--- config.mk ---
export PLATFORM = sky130hd
export DESIGN_NAME = cpuclk_ctrl
export DESIGN_NICKNAME = d
export VERILOG_FILES = /design/src/rtl/cpuclk_pkg.sv /design/src/rtl/cpuclk_div.sv /design/src/rtl/cpuclk_src.sv /design/src/rtl/cpuclk_stby.sv /design/src/rtl/cpuclk_ctrl.sv
export SDC_FILE = /design/constraint.sdc
export NUM_CORES = 1
export LEC_CHECK = 0
export ABC_AREA = 1
export ABC_CLOCK_PERIOD_IN_PS = 2100
export BUFFER_PORTS_ARGS = -buffer_cell sky130_fd_sc_hd__buf_4
export CAP_MARGIN = 20
export CELL_PAD_IN_SITES_DETAIL_PLACEMENT = 1
export CELL_PAD_IN_SITES_GLOBAL_PLACEMENT = 1
export CORE_MARGIN = 5
export CORE_UTILIZATION = 39
export CTS_CLUSTER_DIAMETER = 30
export DETAILED_ROUTE_END_ITERATION = 8
export HOLD_SLACK_MARGIN = 0.06
export PLACE_DENSITY_LB_ADDON = 0.12
export SYNTH_ARGS = -nofsm -noshare
export SYNTH_HDL_FRONTEND = slang
export SYNTH_SLANG_ARGS = --single-unit
--- constraint.sdc ---
create_clock -name clk -period 2.1 [get_ports clk]
set_input_delay 0.525 -clock clk [delete_from_list [all_inputs] [get_ports clk]]
set_output_delay 0.525 -clock clk [all_outputs]
set_load 0.005 [all_outputs]
--- src/rtl/cpuclk_pkg.sv ---
package cpuclk_pkg;

    localparam int RATIO_W   = 3;
    localparam int RATIO_TOP = 4;
    localparam int RATIO_RST = 1;
    localparam int SETTLE_W  = 8;

    typedef enum logic [1:0] {
        SB_RUN    = 2'd0,
        SB_HALT   = 2'd1,
        SB_SETTLE = 2'd2
    } sb_state_t;

    function automatic logic ratio_ok(input logic [RATIO_W-1:0] code, input int top);
        return (int'(code) <= top);
    endfunction

endpackage

--- src/rtl/cpuclk_div.sv ---
module cpuclk_div
    import cpuclk_pkg::*;
#(
    parameter int CODE_W   = RATIO_W,
    parameter int CODE_TOP = RATIO_TOP,
    parameter int CODE_RST = RATIO_RST
) (
    input  logic              clk,
    input  logic              rst_n,
    input  logic              run,
    input  logic              code_wr,
    input  logic [CODE_W-1:0] code_in,
    output logic              ce
);
    localparam int CNT_W = (CODE_TOP < 1) ? 1 : CODE_TOP;

    logic [CODE_W-1:0] pend_q, act_q, pend_nxt;
    logic [CNT_W-1:0]  cnt_q, lim;
    logic              tick;

    always_comb begin
        pend_nxt = pend_q;
        if (code_wr && ratio_ok(code_in, CODE_TOP))
            pend_nxt = code_in;
    end

    always_comb begin
        lim  = CNT_W'((1 << act_q) - 1);
        tick = run && (cnt_q == lim);
    end

    always_ff @(posedge clk) begin
        if (!rst_n) begin
            pend_q <= CODE_W'(CODE_RST);
            act_q  <= CODE_W'(CODE_RST);
            cnt_q  <= '0;
        end else begin
            pend_q <= pend_nxt;
            if (!run) begin
                cnt_q <= '0;
                act_q <= pend_nxt;
            end else if (tick) begin
                cnt_q <= '0;
                act_q <= pend_nxt;
            end else begin
                cnt_q <= cnt_q + 1'b1;
            end
        end
    end

    assign ce = tick;

    AST_RATIO_LEGAL: assert property (@(posedge clk) disable iff (!rst_n)
        int'(act_q) <= CODE_TOP);
    AST_PULSE_SINGLE: assert property (@(posedge clk) disable iff (!rst_n)
        (ce && act_q != '0 && act_q == pend_nxt) |=> !ce);
    AST_HOLD_MIDPERIOD: assert property (@(posedge clk) disable iff (!rst_n)
        (run && !tick) |=> $stable(act_q));

endmodule

--- src/rtl/cpuclk_src.sv ---
module cpuclk_src
    import cpuclk_pkg::*;
#(
    parameter int STAB_W = SETTLE_W
) (
    input  logic              clk,
    input  logic              rst_n,
    input  logic              wr_en,
    input  logic              wr_sub,
    input  logic              wr_x1,
    input  logic              wr_ostop,
    input  logic [STAB_W-1:0] wr_stab,
    output logic              cls,
    output logic              mcs,
    output logic              osc_stop,
    output logic [STAB_W-1:0] stab_val
);
    logic              sub_q, x1_q, rstop_q;
    logic [STAB_W-1:0] stab_q;
    logic              other_src, to_internal, stop_nxt;

    always_comb begin
        other_src   = sub_q || x1_q;
        to_internal = !wr_sub && !wr_x1;
        stop_nxt    = rstop_q;
        if (wr_en) begin
            if (to_internal || !wr_ostop)
                stop_nxt = 1'b0;
            else if (other_src)
                stop_nxt = 1'b1;
            else
                stop_nxt = 1'b0;
        end
    end

    always_ff @(posedge clk) begin
        if (!rst_n) begin
            sub_q   <= 1'b0;
            x1_q    <= 1'b0;
            rstop_q <= 1'b0;
            stab_q  <= '0;
        end else begin
            rstop_q <= stop_nxt;
            if (wr_en) begin
                sub_q  <= wr_sub;
                x1_q   <= wr_x1;
                stab_q <= wr_stab;
            end
        end
    end

    assign cls      = sub_q;
    assign mcs      = x1_q;
    assign osc_stop = rstop_q;
    assign stab_val = stab_q;

    AST_OSC_STOP_GUARD: assert property (@(posedge clk) disable iff (!rst_n)
        rstop_q |-> (sub_q || x1_q));
    AST_STOP_NEEDS_PRIOR: assert property (@(posedge clk) disable iff (!rst_n)
        $rose(rstop_q) |-> $past(sub_q || x1_q));

endmodule

--- src/rtl/cpuclk_stby.sv ---
module cpuclk_stby
    import cpuclk_pkg::*;
#(
    parameter int STAB_W = SETTLE_W
) (
    input  logic              clk,
    input  logic              rst_n,
    input  logic              stop_req,
    input  logic              wake,
    input  logic              x1_active,
    input  logic [STAB_W-1:0] stab_val,
    output logic              run,
    output logic              halted,
    output logic              busy
);
    sb_state_t         st_q, st_nxt;
    logic [STAB_W-1:0] cnt_q;

    always_comb begin
        st_nxt = st_q;
        unique case (st_q)
            SB_RUN:    if (stop_req) st_nxt = SB_HALT;
            SB_HALT:   if (wake)     st_nxt = x1_active ? SB_SETTLE : SB_RUN;
            SB_SETTLE: if (cnt_q == '0) st_nxt = SB_RUN;
            default:   st_nxt = SB_RUN;
        endcase
    end

    always_ff @(posedge clk) begin
        if (!rst_n) begin
            st_q  <= SB_RUN;
            cnt_q <= '0;
        end else begin
            st_q <= st_nxt;
            if (st_q == SB_HALT)
                cnt_q <= stab_val;
            else if (st_q == SB_SETTLE && cnt_q != '0)
                cnt_q <= cnt_q - 1'b1;
        end
    end

    always_comb begin
        run    = 1'b0;
        halted = 1'b0;
        busy   = 1'b0;
        unique case (st_q)
            SB_RUN:    run    = 1'b1;
            SB_HALT:   halted = 1'b1;
            SB_SETTLE: busy   = 1'b1;
            default:   run    = 1'b0;
        endcase
    end

    AST_STOP_ENTERS_HALT: assert property (@(posedge clk) disable iff (!rst_n)
        (st_q == SB_RUN && stop_req) |=> st_q == SB_HALT);
    AST_SETTLE_EXIT: assert property (@(posedge clk) disable iff (!rst_n)
        (st_q == SB_SETTLE && cnt_q == '0) |=> st_q == SB_RUN);
    AST_WAKE_DIRECT: assert property (@(posedge clk) disable iff (!rst_n)
        (st_q == SB_HALT && wake && !x1_active) |=> st_q == SB_RUN);
    AST_WAKE_IGNORED: assert property (@(posedge clk) disable iff (!rst_n)
        (st_q == SB_RUN && !stop_req) |=> st_q == SB_RUN);

endmodule

--- src/rtl/cpuclk_ctrl.sv ---
module cpuclk_ctrl
    import cpuclk_pkg::*;
#(
    parameter int CODE_W   = RATIO_W,
    parameter int CODE_TOP = RATIO_TOP,
    parameter int CODE_RST = RATIO_RST,
    parameter int STAB_W   = SETTLE_W
) (
    input  logic              clk,
    input  logic              rst_n,
    input  logic              wr_en,
    input  logic [CODE_W-1:0] wr_ratio,
    input  logic              wr_sub,
    input  logic              wr_x1,
    input  logic              wr_ostop,
    input  logic [STAB_W-1:0] wr_stab,
    input  logic              stop_req,
    input  logic              wake,
    output logic              cpu_ce,
    output logic              cls,
    output logic              mcs,
    output logic              osc_en,
    output logic              stab_busy
);
    logic              osc_stop, run, halted, busy, x1_active;
    logic [STAB_W-1:0] stab_val;

    cpuclk_src #(.STAB_W(STAB_W)) u_src (
        .clk      (clk),
        .rst_n    (rst_n),
        .wr_en    (wr_en),
        .wr_sub   (wr_sub),
        .wr_x1    (wr_x1),
        .wr_ostop (wr_ostop),
        .wr_stab  (wr_stab),
        .cls      (cls),
        .mcs      (mcs),
        .osc_stop (osc_stop),
        .stab_val (stab_val)
    );

    assign x1_active = mcs && !cls;

    cpuclk_stby #(.STAB_W(STAB_W)) u_stby (
        .clk       (clk),
        .rst_n     (rst_n),
        .stop_req  (stop_req),
        .wake      (wake),
        .x1_active (x1_active),
        .stab_val  (stab_val),
        .run       (run),
        .halted    (halted),
        .busy      (busy)
    );

    cpuclk_div #(
        .CODE_W   (CODE_W),
        .CODE_TOP (CODE_TOP),
        .CODE_RST (CODE_RST)
    ) u_div (
        .clk     (clk),
        .rst_n   (rst_n),
        .run     (run),
        .code_wr (wr_en),
        .code_in (wr_ratio),
        .ce      (cpu_ce)
    );

    assign osc_en    = !osc_stop && !halted;
    assign stab_busy = busy;

    AST_SETTLE_GATED: assert property (@(posedge clk) disable iff (!rst_n)
        stab_busy |-> !cpu_ce);
    AST_HALT_SILENT: assert property (@(posedge clk) disable iff (!rst_n)
        halted |-> (!cpu_ce && !osc_en));

endmodule

# Word level (Yosys, flattened, before mapping)
# Index checks and enable logic that the tools add are counted.
[word_totals]
n_memories = 0
mem_bits_ro = 0
inputBits = 19
register_bits = 31
mem_bits_rw = 0
word_cells = 58
latchBits = 0
[op_classes]
n_lt_le_gt_ge = 1
n_eq_ne = 7
n_mul = 0
mux = 15
bitwise_logic = 2
shifts = 1
n_div = 0
n_reduce_logical = 20
add_sub_neg = 3
[op_table]
columns = ["op", "n"]
rows = [
  ["2-to-1 mux 8 bit", 2],
  ["2-to-1 mux 3 bit", 3],
  ["zero test 8 bit", 1],
  ["2-to-1 mux 2 bit", 4],
  ["nonzero test 8 bit", 1],
  ["subtractor 8 x 1 -> 8 bit (second input constant)", 1],
  ["logical AND 1 bit", 6],
  ["zero test 1 bit", 6],
  ["inequality test 2 bit (second input constant)", 3],
  ["case mux 2 bit (3 select lines)", 1],
  ["2-to-1 mux 1 bit", 5],
  ["adder 4 x 1 -> 4 bit (second input constant)", 1],
  ["equality test 4 bit", 1],
  ["<< shifter 1 x 3 -> 4 bit (first input constant)", 1],
  ["subtractor 4 x 2 -> 4 bit (second input constant)", 1],
  ["<= comparator 3 bit (second input constant)", 1],
  ["AND reduction 3 bit", 1],
  ["OR reduction 3 bit", 1],
  ["equality test 2 x 1 -> 1 bit (second input constant)", 1],
  ["equality test 2 bit (second input constant)", 1],
  ["zero test 2 bit", 1],
  ["logical OR 1 bit", 2],
  ["inequality test 2 x 1 -> 1 bit (second input constant)", 1],
  ["inverter 1 bit", 2],
  ["nonzero test 2 bit", 1],
]

# Longest topological paths before layout
# Gate-level depths: netlist of the first run.
[depth]
depth_word = 6
mapped_depth = 13
mapped_depth_nobuf = 13

# Modules after synthesis
# A second synthesis of the first run with hierarchy kept.
[unflattened]
cells_unflattened = 238
area_unflattened_um2 = 1619.1
[modules_own_cells]
columns = ["module", "cells_per_inst", "instances", "area_each_um2"]
rows = [
  ["cpuclk_stby", 107, 1, 658.1],
  ["cpuclk_div", 77, 1, 545.5],
  ["cpuclk_src", 51, 1, 401.6],
  ["cpuclk_ctrl", 3, 1, 13.8],
]

# Least setup slack after synthesis of the first run
# OpenSTA, ideal clock, no wires.
[synth_path]
path_type = "reg2out"
start = "register u_div.act_q[2]"
end = "output cpu_ce"
path_slack_ps = 198
stages_incl_launch_ff = 10
arrival_time_ps = 1377
path_cell_list = "dfxtp_1 > nor2_1 > nand2_1 > ha_1 > inv_1 > nand2_1 > nand2_1 > nor2_1 > nand3_2 > nor3_1"
[synth_via]
elab_chain_len = 4
[synth_lines]
columns = ["element", "line_no", "text"]
rows = [
  ["from (decl)", "cpuclk_div.sv:17", "logic [CODE_W-1:0] pend_q, act_q, pend_nxt;"],
  ["from (signal assigned)", "cpuclk_div.sv:35", "act_q <= CODE_W'(CODE_RST);"],
  ["from (signal assigned)", "cpuclk_div.sv:41", "act_q <= pend_nxt;"],
  ["from (signal assigned)", "cpuclk_div.sv:44", "act_q <= pend_nxt;"],
  ["<< shifter 1 x 3 -> 4 bit", "cpuclk_div.sv:28", "lim = CNT_W'((1 << act_q) - 1);"],
  ["subtractor 4 x 2 -> 4 bit", "cpuclk_div.sv:28", ""],
  ["equality test 4 bit", "cpuclk_div.sv:29", "tick = run && (cnt_q == lim);"],
  ["logical AND 1 bit", "cpuclk_div.sv:29", ""],
  ["to (decl)", "cpuclk_ctrl.sv:19", "output logic cpu_ce,"],
]
# No other way between the ends.

# Final worst setup path of the first run
# Same ends and word-level chain as after synthesis.

==> results of run 1 <==
## worst max path at each step
stage               endpoint  slack (ns)                        start
detailed placement    cpu_ce        0.03  u_div.act_q[2]$_SDFFE_PN0P_
finish                cpu_ce       -0.12  u_div.act_q[2]$_SDFFE_PN0P_
floorplan             cpu_ce        0.20  u_div.act_q[2]$_SDFFE_PN0P_
CTS                   cpu_ce       -0.10  u_div.act_q[0]$_SDFFE_PN1P_
global placement      cpu_ce        0.08  u_div.act_q[2]$_SDFFE_PN0P_
global route          cpu_ce       -0.29  u_div.act_q[0]$_SDFFE_PN1P_
## layout by cell type, fill, tap and decap left out, drive strengths merged
master / Yosys / layout
a21o: 1 / 1
a21oi: 12 / 12
a31oi: 1 / 1
buf: 2 / 33
clkbuf: 3 / 8
clkinv: 1 / 1
dfxtp: 31 / 31
ha: 4 / 4
inv: 35 / 35
nand2: 58 / 58
nand3: 18 / 18
nand3b: 2 / 2
nand4: 1 / 1
nor2: 38 / 38
nor3: 3 / 3
o21ai: 19 / 19
o21bai: 1 / 1
o221ai: 1 / 1
or2: 1 / 1
xnor2: 1 / 1
xor2: 2 / 2
## where the power goes
part | leakage [nW] | internal, mW | total, mW | switching [mW]
clock network | 0.0515 | 0.299 | 0.526 | 0.227
logic | 0.712 | 0.358 | 0.778 | 0.419
registers | 0.256 | 0.662 | 0.735 | 0.0724
total | 1.02 | 1.32 | 2.04 | 0.719
## state kept, by name (all words and copies together), names as in the netlist
register	flops
u_div.act_q	3
u_div.cnt_q	4
u_div.pend_q	3
u_src.cls	1
u_src.mcs	1
u_src.osc_stop	1
u_src.stab_val	8
u_stby.cnt_q	8
u_stby.st_q	2
## layout make-up
type                            instances  area [um^2]
Fill cell                             531         1970
Multi-Input combinational cell        163          832
Sequential cell                        31          623
Timing Repair Buffer                   33          248
Inverter                               36          136
Clock buffer                            8          100
Tap cell                               50         62.6
## critical path, cell delays in order, from the launching register on
cell                      delay (ns)
sky130_fd_sc_hd__dfxtp_2        0.35
sky130_fd_sc_hd__inv_2          0.08
sky130_fd_sc_hd__nand3_2        0.09
sky130_fd_sc_hd__ha_4           0.29
sky130_fd_sc_hd__inv_1          0.04
sky130_fd_sc_hd__nand2_1        0.05
sky130_fd_sc_hd__nand2_1        0.06
sky130_fd_sc_hd__nor2_2         0.12
sky130_fd_sc_hd__nand3_2        0.08
sky130_fd_sc_hd__nor3_2         0.10
sky130_fd_sc_hd__buf_4          0.13
## per-layer routing
metal  vias up  global-route usage [%]
met3         6                    4.24
met1       695                    22.4
li1        806                       -
met5         -                       0
met4         0                    7.24
met2        23                    26.4
## cells by family (layout without fill, tap and decap cells)
family | Yosys count | count (layout) | share of synthesized area (%)
AND/OR/NAND/NOR | 121 | 121 | 33.0
buffers and inverters | 41 | 77 | 10.0
AO/OA/AOI/OAI | 35 | 35 | 12.7
flip-flops | 31 | 31 | 39.4
adder cells (fa/ha/maj) | 4 | 4 | 3.18
XOR/XNOR | 3 | 3 | 1.67
## repair_timing
action	CTS	global route
cloned	0	0
setup endpoints to repair	1	1
gates resized for setup	11	1
pin swaps	4	1
buffers inserted	7	1
## stage by stage
stage / util (%) / hold slack, ns
3_3_place_gp: 45.4 / 0.452
3_5_place_dp: 45.4 / 0.457
5_1_grt: 50.4 / 0.455
4_1_cts: 50.2 / 0.457
2_1_floorplan: - / 0.432
6_report: 50.4 / 0.461
## cell usage after synthesis (all sizes together)
master and instances:
nand3b 2, o21ai 19, xor2 2, xnor2 1, a21o 1, nand2 58, dfxtp 31, inv 35
nor3 3, clkinv 1, clkbuf 3, or2 1, buf 2, a21oi 12, nand3 18, a31oi 1
o21bai 1, nand4 1, ha 4, nor2 38, o221ai 1
==> PnR_summary.wiki, run 1 <==
{| class="wikitable"
! Metric !! Value
|-
| Post-placement cell count || 305
|-
| Path type of the worst setup path || reg -> out
|-
| Class of the tightest hold or removal check || in -> reg
|-
| Standard cell core area || 0.00397 mm^2
|-
| Wire length per cell || 13.1 um
|-
| Seq cells post-synth || 31
|-
| Clock network latency to the later pin of the worst-skew pair || 0.29 ns
|-
| Via count normalized by instance count || 4.77
|-
| Fin worst setup slack || -0.116 ns
|-
| DRC violation total after the first TritonRoute iteration || 50
|-
| Final #Nets || 293
|-
| Count of antenna diodes in the layout || 0
|-
| Initial standard-cell utilization of the core || 39.7%
|-
| Endpoint kind of the worst setup timing path || primary output
|-
| Tightest slew margin relative to the limit || 70.1%
|-
| Reg-to-reg critical path endpoint || u_div.act_q[2]$_SDFFE_PN0P_
|-
| Skew final || 0.00688 ns
|-
| Antenna Nets Post-Route || 0
|-
| Initial antenna violation count || 0
|-
| Worst IR Drop VDD || 0.484 mV
|-
| Largest cells by area after synthesis || sky130_fd_sc_hd__dfxtp_1, sky130_fd_sc_hd__nand2_1, sky130_fd_sc_hd__nor2_1, sky130_fd_sc_hd__inv_1, sky130_fd_sc_hd__o21ai_0
|-
| Dominant cell type by area after synthesis || sky130_fd_sc_hd__dfxtp_1
|-
| Static Leakage || 1.02 nW
|-
| Wire length on met1 || 2090 um
|-
| Total power divided by cell area || 1020 mW/mm^2
|-
| Max-cap violations || 0
|-
| Hold path endpoint || u_src.stab_val[5]$_SDFFE_PN0P_
|-
| Final weighted congestion in routability-driven placement || 0.729
|-
| Detailed-router iteration count before antenna repair || 4
|-
| Worst setup slack after placement || 0.0263 ns
|-
| Count of cell types in the netlist || 28
|-
| First-pass GRT wire length || 7070 um
|-
| Violations in the final reports || negative setup slack
|-
| Cells after synthesis || 235
|-
| Peak clock frequency supported by timing || 0.451 GHz
|-
| H-tree level count || 2
|-
| Number of setup violations in the final report || 1
|-
| Minimum clock period || 2.22 ns
|-
| Share of synthesized area occupied by flip-flops and latches || 39.4%
|-
| Category of the worst setup path launch point || flip-flop
|-
| Fraction of final layout cells sized beyond drive strength 1 || 22.1%
|-
| Fin crit share || 106%
|-
| Placed Instance Area || 0.00180 mm^2
|-
| Top-area cell type share of the netlist area || 39.4%
|-
| Number of standard cells in the layout, taps in and fillers out || 321
|-
| Rows || 23
|-
| Worst reg2reg path startpoint || u_div.act_q[0]$_SDFFE_PN1P_
|-
| TritonCTS clock tree || built
|-
| Worst Tran Pin Value || 0.447 ns
|-
| Worst reg2reg path depth || 14
|-
| Area added between synthesis and finish || 27.1%
|-
| Via count of the first global-routing pass || 1519
|-
| I/O pin count || 24
|-
| CTS clock-pin slew for the worst setup and hold paths || 0.06 ns
|-
| Final total power || 2.04 mW
|-
| Worst hold path cell count || 3
|-
| DRC errors left || 0
|-
| Setup repair after global routing missed its margin || true
|-
| Overall routed net length || 4200 um
|-
| Pins Over Slew Limit || 0
|-
| Vias post-DR || 1530
|-
| Die area || 0.00541 mm^2
|-
| Warnings from Yosys || 0
|-
| Met2 wire length || 1860 um
|-
| Die height || 73.6 um
|-
| Netlist area before placement || 0.00158 mm^2
|-
| Post-CTS Hold Buffers || 0
|-
| Number of buffers between clock root and the deepest sink || 2
|-
| GRT Overall Usage || 17.1%
|-
| Met3 layer wire length in the routed design || 172 um
|-
| Half-perimeter wire length of the detailed placement result || 2990 um
|-
| Pin count of the biggest net entering global routing || 22
|-
| Top routing layer in use || met4
|-
| Sum Neg Setup Slack || -0.116 ns
|-
| Worst path arrival time || 1.69 ns
|-
| Avg Cell Area, Syn || 6.70 um^2
|-
| Overall overflow remaining after global route || 0
|-
| Total clock sinks || 31
|-
| Post-Layout Inst Area || 0.00200 mm^2
|-
| Post-Syn Nets || 258
|-
| Number of buffers added on ports || 23
|-
| Worst Path Required || 1.57 ns
|-
| Clock tree root driver cell || sky130_fd_sc_hd__clkbuf_8
|-
| Worst hold start || wr_stab[5]
|-
| R2R setup slack || 0.32 ns
|-
| Status || finished, violations left
|-
| Clock buffer count from CTS || 5
|-
| Fin. Hold Viols || 0
|-
| Highest net fanout along the worst path || 4
|-
| Die outline width || 73.6 um
|}
Note: power is estimated with default switching activity, not from simulation.
==> run 2, diff against run 1 <==
Settings changed: SKIP_CTS_REPAIR_TIMING from default to 1.
==> run 2 against run 1 <==
The run still ends with negative setup slack left. Largest cell class unchanged. Highest routed layer unchanged. Sequential power about the same. Sequential share of layout area up 0.72 points. Critical path depth increased by 1. Global-route usage shrank 0.96 points. Die area stayed put. Register-to-register slack got worse by 0.05 ns. Critical endpoint unchanged.
==> PnR_summary.wiki, run 2 (synthesized netlist as in run 1, its figures left out) <==
{| class="wikitable"
! Metric !! Value
|-
| Status || finished, violations left
|-
| Violations in the final reports || negative setup slack
|-
| Fin worst setup slack || -0.157 ns (-0.0405 ns)
|-
| Clock tree root driver cell || sky130_fd_sc_hd__clkbuf_8
|-
| I/O pin count || 24 (unchanged)
|-
| Area added between synthesis and finish || 24.7%
|-
| Worst setup slack after placement || 0.0263 ns (unchanged)
|-
| Antenna Nets Post-Route || 0 (unchanged)
|-
| CTS clock-pin slew for the worst setup and hold paths || 0.06 ns (about the same)
|-
| Overall overflow remaining after global route || 0 (unchanged)
|-
| Placed Instance Area || 0.00180 mm^2 (unchanged)
|-
| Largest delay share family, worst path || simple AND/OR/NAND/NOR gates
|-
| Most common cell after layout, fill and taps aside || sky130_fd_sc_hd__nand2_1
|-
| Peak per-stage delay on the critical path || 0.36 ns (about the same)
|-
| Rows || 23 (unchanged)
|-
| Slowest library cell on the worst path || sky130_fd_sc_hd__dfxtp_4
|-
| Setup repair after global routing missed its margin || true
|-
| Number of buffers between clock root and the deepest sink || 2 (unchanged)
|-
| Worst Path Required || 1.57 ns (about the same)
|-
| Highest net fanout along the worst path || 4 (unchanged)
|-
| Tightest slew margin relative to the limit || 70.1% (+0.084 points)
|-
| Static Leakage || 0.983 nW (-3.6%)
|-
| Worst path arrival time || 1.73 ns (+0.04 ns)
|-
| Wire length per cell || 13.0 um (-1.1%)
|-
| Cell chain of the critical path || nor2_4 -> nand2_2 -> ha_4 -> inv_4 -> nand2_2 -> nand2_1 -> nand2_1 -> nand2_1 -> nand3_2 -> nor3_2 -> buf_4
|-
| Worst IR Drop VDD || 0.477 mV (-1.4%)
|-
| Pins Over Slew Limit || 0 (unchanged)
|-
| Post-Layout Inst Area || 0.00196 mm^2 (-1.9%)
|-
| Path type of the worst setup path || reg -> out
|-
| Via count of the first global-routing pass || 1455 (-4.2%)
|-
| Count of antenna diodes in the layout || 0 (unchanged)
|-
| TritonCTS clock tree || built
|-
| GRT Overall Usage || 16.1% (-0.96 points)
|-
| Clock buffer count from CTS || 5 (unchanged)
|-
| Leading cell types in the layout, fill and taps excluded || sky130_fd_sc_hd__nand2_1, sky130_fd_sc_hd__nor2_1, sky130_fd_sc_hd__inv_1
|-
| Total clock sinks || 31 (unchanged)
|-
| Peak clock frequency supported by timing || 0.443 GHz (-1.8%)
|-
| Detailed-router iteration count before antenna repair || 4 (unchanged)
|-
| Clock network latency to the later pin of the worst-skew pair || 0.29 ns (about the same)
|-
| Fraction of final layout cells sized beyond drive strength 1 || 22.3% (+0.21 points)
|-
| Number of setup violations in the final report || 1 (unchanged)
|-
| Total power divided by cell area || 1020 mW/mm^2 (about the same)
|-
| Max-cap violations || 0 (unchanged)
|-
| Sum Neg Setup Slack || -0.157 ns (-0.0405 ns)
|-
| Endpoint kind of the worst setup timing path || primary output
|-
| Worst Tran Pin Value || 0.446 ns (-0.00125 ns)
|-
| Category of the worst setup path launch point || flip-flop
|-
| Vias post-DR || 1496 (-2.2%)
|-
| Number of filler cells placed in the layout || 539 (+1.5%)
|-
| Die outline width || 73.6 um (unchanged)
|-
| Die height || 73.6 um (unchanged)
|-
| Final total power || 2.00 mW (-1.9%)
|-
| DRC violation total after the first TritonRoute iteration || 55 (+10%)
|-
| Skew final || 0.00603 ns (-0.000848 ns)
|-
| DRC errors left || 0 (unchanged)
|-
| Fin. Hold Viols || 0 (unchanged)
|-
| Half-perimeter wire length of the detailed placement result || 2990 um (unchanged)
|-
| Class of the tightest hold or removal check || in -> reg
|-
| Overall routed net length || 4070 um (-3.2%)
|-
| Via count normalized by instance count || 4.76 (about the same)
|-
| Initial standard-cell utilization of the core || 39.7% (unchanged)
|-
| Final weighted congestion in routability-driven placement || 0.729 (unchanged)
|-
| Fin crit share || 107% (+1.9 points)
|-
| Minimum clock period || 2.26 ns (+0.0405 ns)
|-
| First-pass GRT wire length || 6660 um (-5.8%)
|-
| Standard cell core area || 0.00397 mm^2 (unchanged)
|-
| Initial antenna violation count || 0 (unchanged)
|-
| Number of buffers added on ports || 23 (unchanged)
|-
| Die area || 0.00541 mm^2 (unchanged)
|-
| Top cell by count, worst path || sky130_fd_sc_hd__nand2_1
|-
| Final #Nets || 286 (-2.4%)
|-
| CP bufs+invs || 2 (-1)
|-
| H-tree level count || 2 (unchanged)
|-
| Final core utilization || 49.5% (-0.95 points)
|-
| Pin count of the biggest net entering global routing || 22 (unchanged)
|}
[run 2: worst reg2reg max path: stages (launching register included)]
cell	delay (ns)
sky130_fd_sc_hd__dfxtp_4	0.36
sky130_fd_sc_hd__nor2_4	0.12
sky130_fd_sc_hd__nand2_2	0.08
sky130_fd_sc_hd__ha_4	0.18
sky130_fd_sc_hd__inv_4	0.06
sky130_fd_sc_hd__nand2_2	0.06
sky130_fd_sc_hd__nand2_1	0.08
sky130_fd_sc_hd__nand2_1	0.05
sky130_fd_sc_hd__nand2_1	0.07
sky130_fd_sc_hd__nand3_2	0.09
sky130_fd_sc_hd__buf_4	0.14
sky130_fd_sc_hd__buf_4	0.14
sky130_fd_sc_hd__nand3_2	0.13
sky130_fd_sc_hd__nand2_1	0.07
sky130_fd_sc_hd__nand2_1	0.06
sky130_fd_sc_hd__inv_1	0.03
[run 2: final cells by class]
type	count	area, um^2	share of cell area [%]
Multi-Input combinational cell	163	842	42.9
Clock buffer	8	100	5.10
Inverter	36	139	7.07
Tap cell	50	62.6	3.18
Timing Repair Buffer	26	195	9.94
Sequential cell	31	626	31.8
[run 2: through the flow]
stage	hold WS, ns	std cells
3_5_place_dp	0.457	305
3_3_place_gp	0.452	305
2_1_floorplan	0.432	235
4_1_cts	0.457	313
6_report	0.460	314
5_1_grt	0.456	314
[run 2: path summary, 6_finish.rpt]
kind                                  startpoint                              to  slack, ns  depth (start not counted)
setup / recovery     u_div.act_q[0]$_SDFFE_PN1P_                          cpu_ce      -0.16                         11
hold reg to reg   u_src.stab_val[4]$_SDFFE_PN0P_  u_src.stab_val[4]$_SDFFE_PN0P_       0.47                          2
hold / removal                        wr_stab[5]  u_src.stab_val[5]$_SDFFE_PN0P_       0.46                          3
setup reg to reg     u_div.act_q[0]$_SDFFE_PN1P_     u_div.act_q[2]$_SDFFE_PN0P_       0.27                         15
[run 2: power by group]
| group | internal [mW] | switching [mW] |
|---|---|---|
| registers | 0.666 | 0.0727 |
| logic | 0.321 | 0.414 |
| clock network | 0.299 | 0.227 |
[run 2: metal layers]
layer | wire (um) | global-route usage, %
met1 | 2050 | 21.5
met2 | 1750 | 24.1
met3 | 186 | 4.24
met4 | 77 | 7.24
met5 | 0 | 0
==> run 3, diff against run 2 <==
Settings changed: CORE_MARGIN 5 to 3, PLACE_DENSITY_LB_ADDON 0.12 to 0.1.
==> run 3 against run 2 <==
The run still ends with negative setup slack left. Worst hold slack better by 0.0073 ns. Sequential power hardly changed. Sequential share of layout area is 0.10 points higher. Register-to-register slack worse by 0.03 ns.
==> PnR_summary.wiki, run 3 (synthesized netlist as in run 1, its figures left out) <==
{| class="wikitable"
! Metric !! Value
|-
| Wire length per cell || 12.8 um (-1.6%)
|-
| Fraction of final layout cells sized beyond drive strength 1 || 21.6% (-0.76 points)
|-
| Clock tree root driver cell || sky130_fd_sc_hd__clkbuf_8
|-
| Die outline width || 69.6 um (-5.4%)
|-
| Worst IR Drop VDD || 0.510 mV (+6.9%)
|-
| Sum Neg Setup Slack || -0.167 ns (-0.00994 ns)
|-
| Violations in the final reports || negative setup slack
|-
| H-tree level count || 2 (unchanged)
|-
| Initial standard-cell utilization of the core || 41.8% (+2.1 points)
|-
| Worst path arrival time || 1.74 ns (about the same)
|-
| Final total power || 1.95 mW (-2.4%)
|-
| Initial antenna violation count || 0 (unchanged)
|-
| Antenna Nets Post-Route || 0 (unchanged)
|-
| Number of buffers between clock root and the deepest sink || 2 (unchanged)
|-
| Die area || 0.00484 mm^2 (-11%)
|-
| Total power divided by cell area || 996 mW/mm^2 (-2.1%)
|-
| GRT Overall Usage || 17.5% (+1.4 points)
|-
| Minimum clock period || 2.27 ns (+0.00994 ns)
|-
| DRC errors left || 0 (unchanged)
|-
| Setup repair after global routing missed its margin || true
|-
| Worst setup slack after placement || -0.0225 ns (-0.0488 ns)
|-
| Clock buffer count from CTS || 5 (unchanged)
|-
| Total clock sinks || 31 (unchanged)
|-
| Max-cap violations || 0 (unchanged)
|-
| Standard cell core area || 0.00377 mm^2 (-5.0%)
|-
| Fin crit share || 108% (+0.47 points)
|-
| Final weighted congestion in routability-driven placement || 0.823 (+13%)
|-
| Vias post-DR || 1504 (+0.53%)
|-
| Fraction of power spent switching nets || 35.0% (-0.70 points)
|-
| Final core utilization || 51.9% (+2.5 points)
|-
| Tightest slew margin relative to the limit || 72.5% (+2.3 points)
|-
| Number of buffers added on ports || 23 (unchanged)
|-
| Highest net fanout along the worst path || 4 (unchanged)
|-
| Leading cell types in the layout, fill and taps excluded || sky130_fd_sc_hd__nand2_1, sky130_fd_sc_hd__nor2_1, sky130_fd_sc_hd__inv_1
|-
| Overall routed net length || 3980 um (-2.2%)
|-
| Die height || 69.6 um (-5.4%)
|-
| Part of the total power dissipated in combinational logic || 35.5% (-1.3 points)
|-
| Pins Over Slew Limit || 0 (unchanged)
|-
| Via count normalized by instance count || 4.82 (+1.2%)
|-
| TritonCTS clock tree || built
|-
| Area added between synthesis and finish || 24.3%
|-
| Peak clock frequency supported by timing || 0.441 GHz (-0.44%)
|-
| DRC violation total after the first TritonRoute iteration || 76 (+38%)
|-
| Static Leakage || 0.982 nW (-0.10%)
|-
| Status || finished, violations left
|-
| Most common cell after layout, fill and taps aside || sky130_fd_sc_hd__nand2_1
|-
| Category of the worst setup path launch point || flip-flop
|-
| Detailed-router iteration count before antenna repair || 4 (unchanged)
|-
| Worst Path Required || 1.57 ns (about the same)
|-
| Endpoint kind of the worst setup timing path || primary output
|-
| Number of setup violations in the final report || 1 (unchanged)
|-
| Cell internal pwr || 1.27 mW (-1.4%)
|-
| Share of power burned in registers || 38.0% (+1.1 points)
|-
| Fraction of power consumed by the clock network || 26.5% (+0.2 points)
|-
| Rows || 22 (-4.3%)
|-
| Count of antenna diodes in the layout || 0 (unchanged)
|-
| Path type of the worst setup path || reg -> out
|-
| Clock network latency to the later pin of the worst-skew pair || 0.28 ns (about the same)
|-
| Overall overflow remaining after global route || 0 (unchanged)
|-
| Final #Nets || 286 (unchanged)
|-
| Switching Power || 0.683 mW (-4.3%)
|-
| Pin count of the biggest net entering global routing || 22 (unchanged)
|-
| I/O pin count || 24 (unchanged)
|-
| CTS clock-pin slew for the worst setup and hold paths || 0.07 ns (about the same)
|-
| First-pass GRT wire length || 6840 um (+2.8%)
|-
| Fin. Hold Viols || 0 (unchanged)
|-
| Fin worst setup slack || -0.167 ns (-0.00994 ns)
|-
| Half-perimeter wire length of the detailed placement result || 2990 um (about the same)
|-
| Skew final || 0.00275 ns (-0.00328 ns)
|-
| Class of the tightest hold or removal check || in -> reg
|-
| Via count of the first global-routing pass || 1511 (+3.8%)
|-
| Worst Tran Pin Value || 0.411 ns (-0.0351 ns)
|}
[run 3: cell count changes in the layout (fill, tap and decap cells not counted)]
cell	change
sky130_fd_sc_hd__nand2_1	+2
sky130_fd_sc_hd__nand2_2	-2
sky130_fd_sc_hd__clkbuf_1	-1
sky130_fd_sc_hd__clkinvlp_4	+1
sky130_fd_sc_hd__inv_1	+1
sky130_fd_sc_hd__inv_4	-1
[run 3: per-layer routing]
metal	global-route usage, %	vias to the layer above	share of wire (%)
met5	0	-	0
met4	3.25	0	0.48
met3	4.64	2	5.3
met2	27.6	35	46
met1	24.2	676	48
li1	-	791	-
[run 3: stage by stage]
step | cell area, um^2 | hold slack (ns) | cells
floorplan | 1580 | 0.432 | 235
global placement | 1800 | 0.450 | 303
detailed placement | 1800 | 0.463 | 303
CTS | 1910 | 0.461 | 311
global route | 1960 | 0.464 | 312
finish | 1960 | 0.468 | 312
[run 3: worst paths after layout]
| check | start | to | slack [ns] | cells after the start |
|---|---|---|---|---|
| worst min-delay path | wr_stab[0] | u_src.stab_val[0]$_SDFFE_PN0P_ | 0.47 | 3 |
| worst max register to register | u_div.act_q[0]$_SDFFE_PN1P_ | u_div.act_q[2]$_SDFFE_PN0P_ | 0.24 | 14 |
| worst min register to register | u_src.stab_val[4]$_SDFFE_PN0P_ | u_src.stab_val[4]$_SDFFE_PN0P_ | 0.47 | 2 |
| worst max-delay path | u_div.act_q[0]$_SDFFE_PN1P_ | cpu_ce | -0.17 | 10 |
[run 3: critical path, cell delays in order (launching register included)]
cell and delay [ns]:
sky130_fd_sc_hd__dfxtp_4 0.36, sky130_fd_sc_hd__nor2_4 0.12, sky130_fd_sc_hd__nand2_2 0.08, sky130_fd_sc_hd__ha_4 0.28, sky130_fd_sc_hd__inv_2 0.03, sky130_fd_sc_hd__nand2_2 0.05
sky130_fd_sc_hd__nand2_2 0.06, sky130_fd_sc_hd__nor2_2 0.08, sky130_fd_sc_hd__nand3_2 0.08, sky130_fd_sc_hd__nor3_2 0.18, sky130_fd_sc_hd__buf_4 0.13
[run 3: layout make-up]
| cell class | instances | area [um^2] |
|---|---|---|
| repair buffers | 26 | 195 |
| clock inverters | 1 | 7.51 |
| multi-input cells | 163 | 837 |
| well taps | 48 | 60.1 |
| flip-flops and latches | 31 | 626 |
| inverters | 36 | 136 |
| fillers | 516 | 1810 |
| clock buffers | 7 | 96.3 |
[run 3: power by group through the flow]
stage,Clock [mW],Combinational [mW],Sequential [mW]
floorplan,0,0.419,0.716
global placement,0,0.556,0.730
detailed placement,0,0.583,0.733
global route,0.564,0.802,0.752
finish,0.518,0.692,0.741
CTS,0.533,0.589,0.720
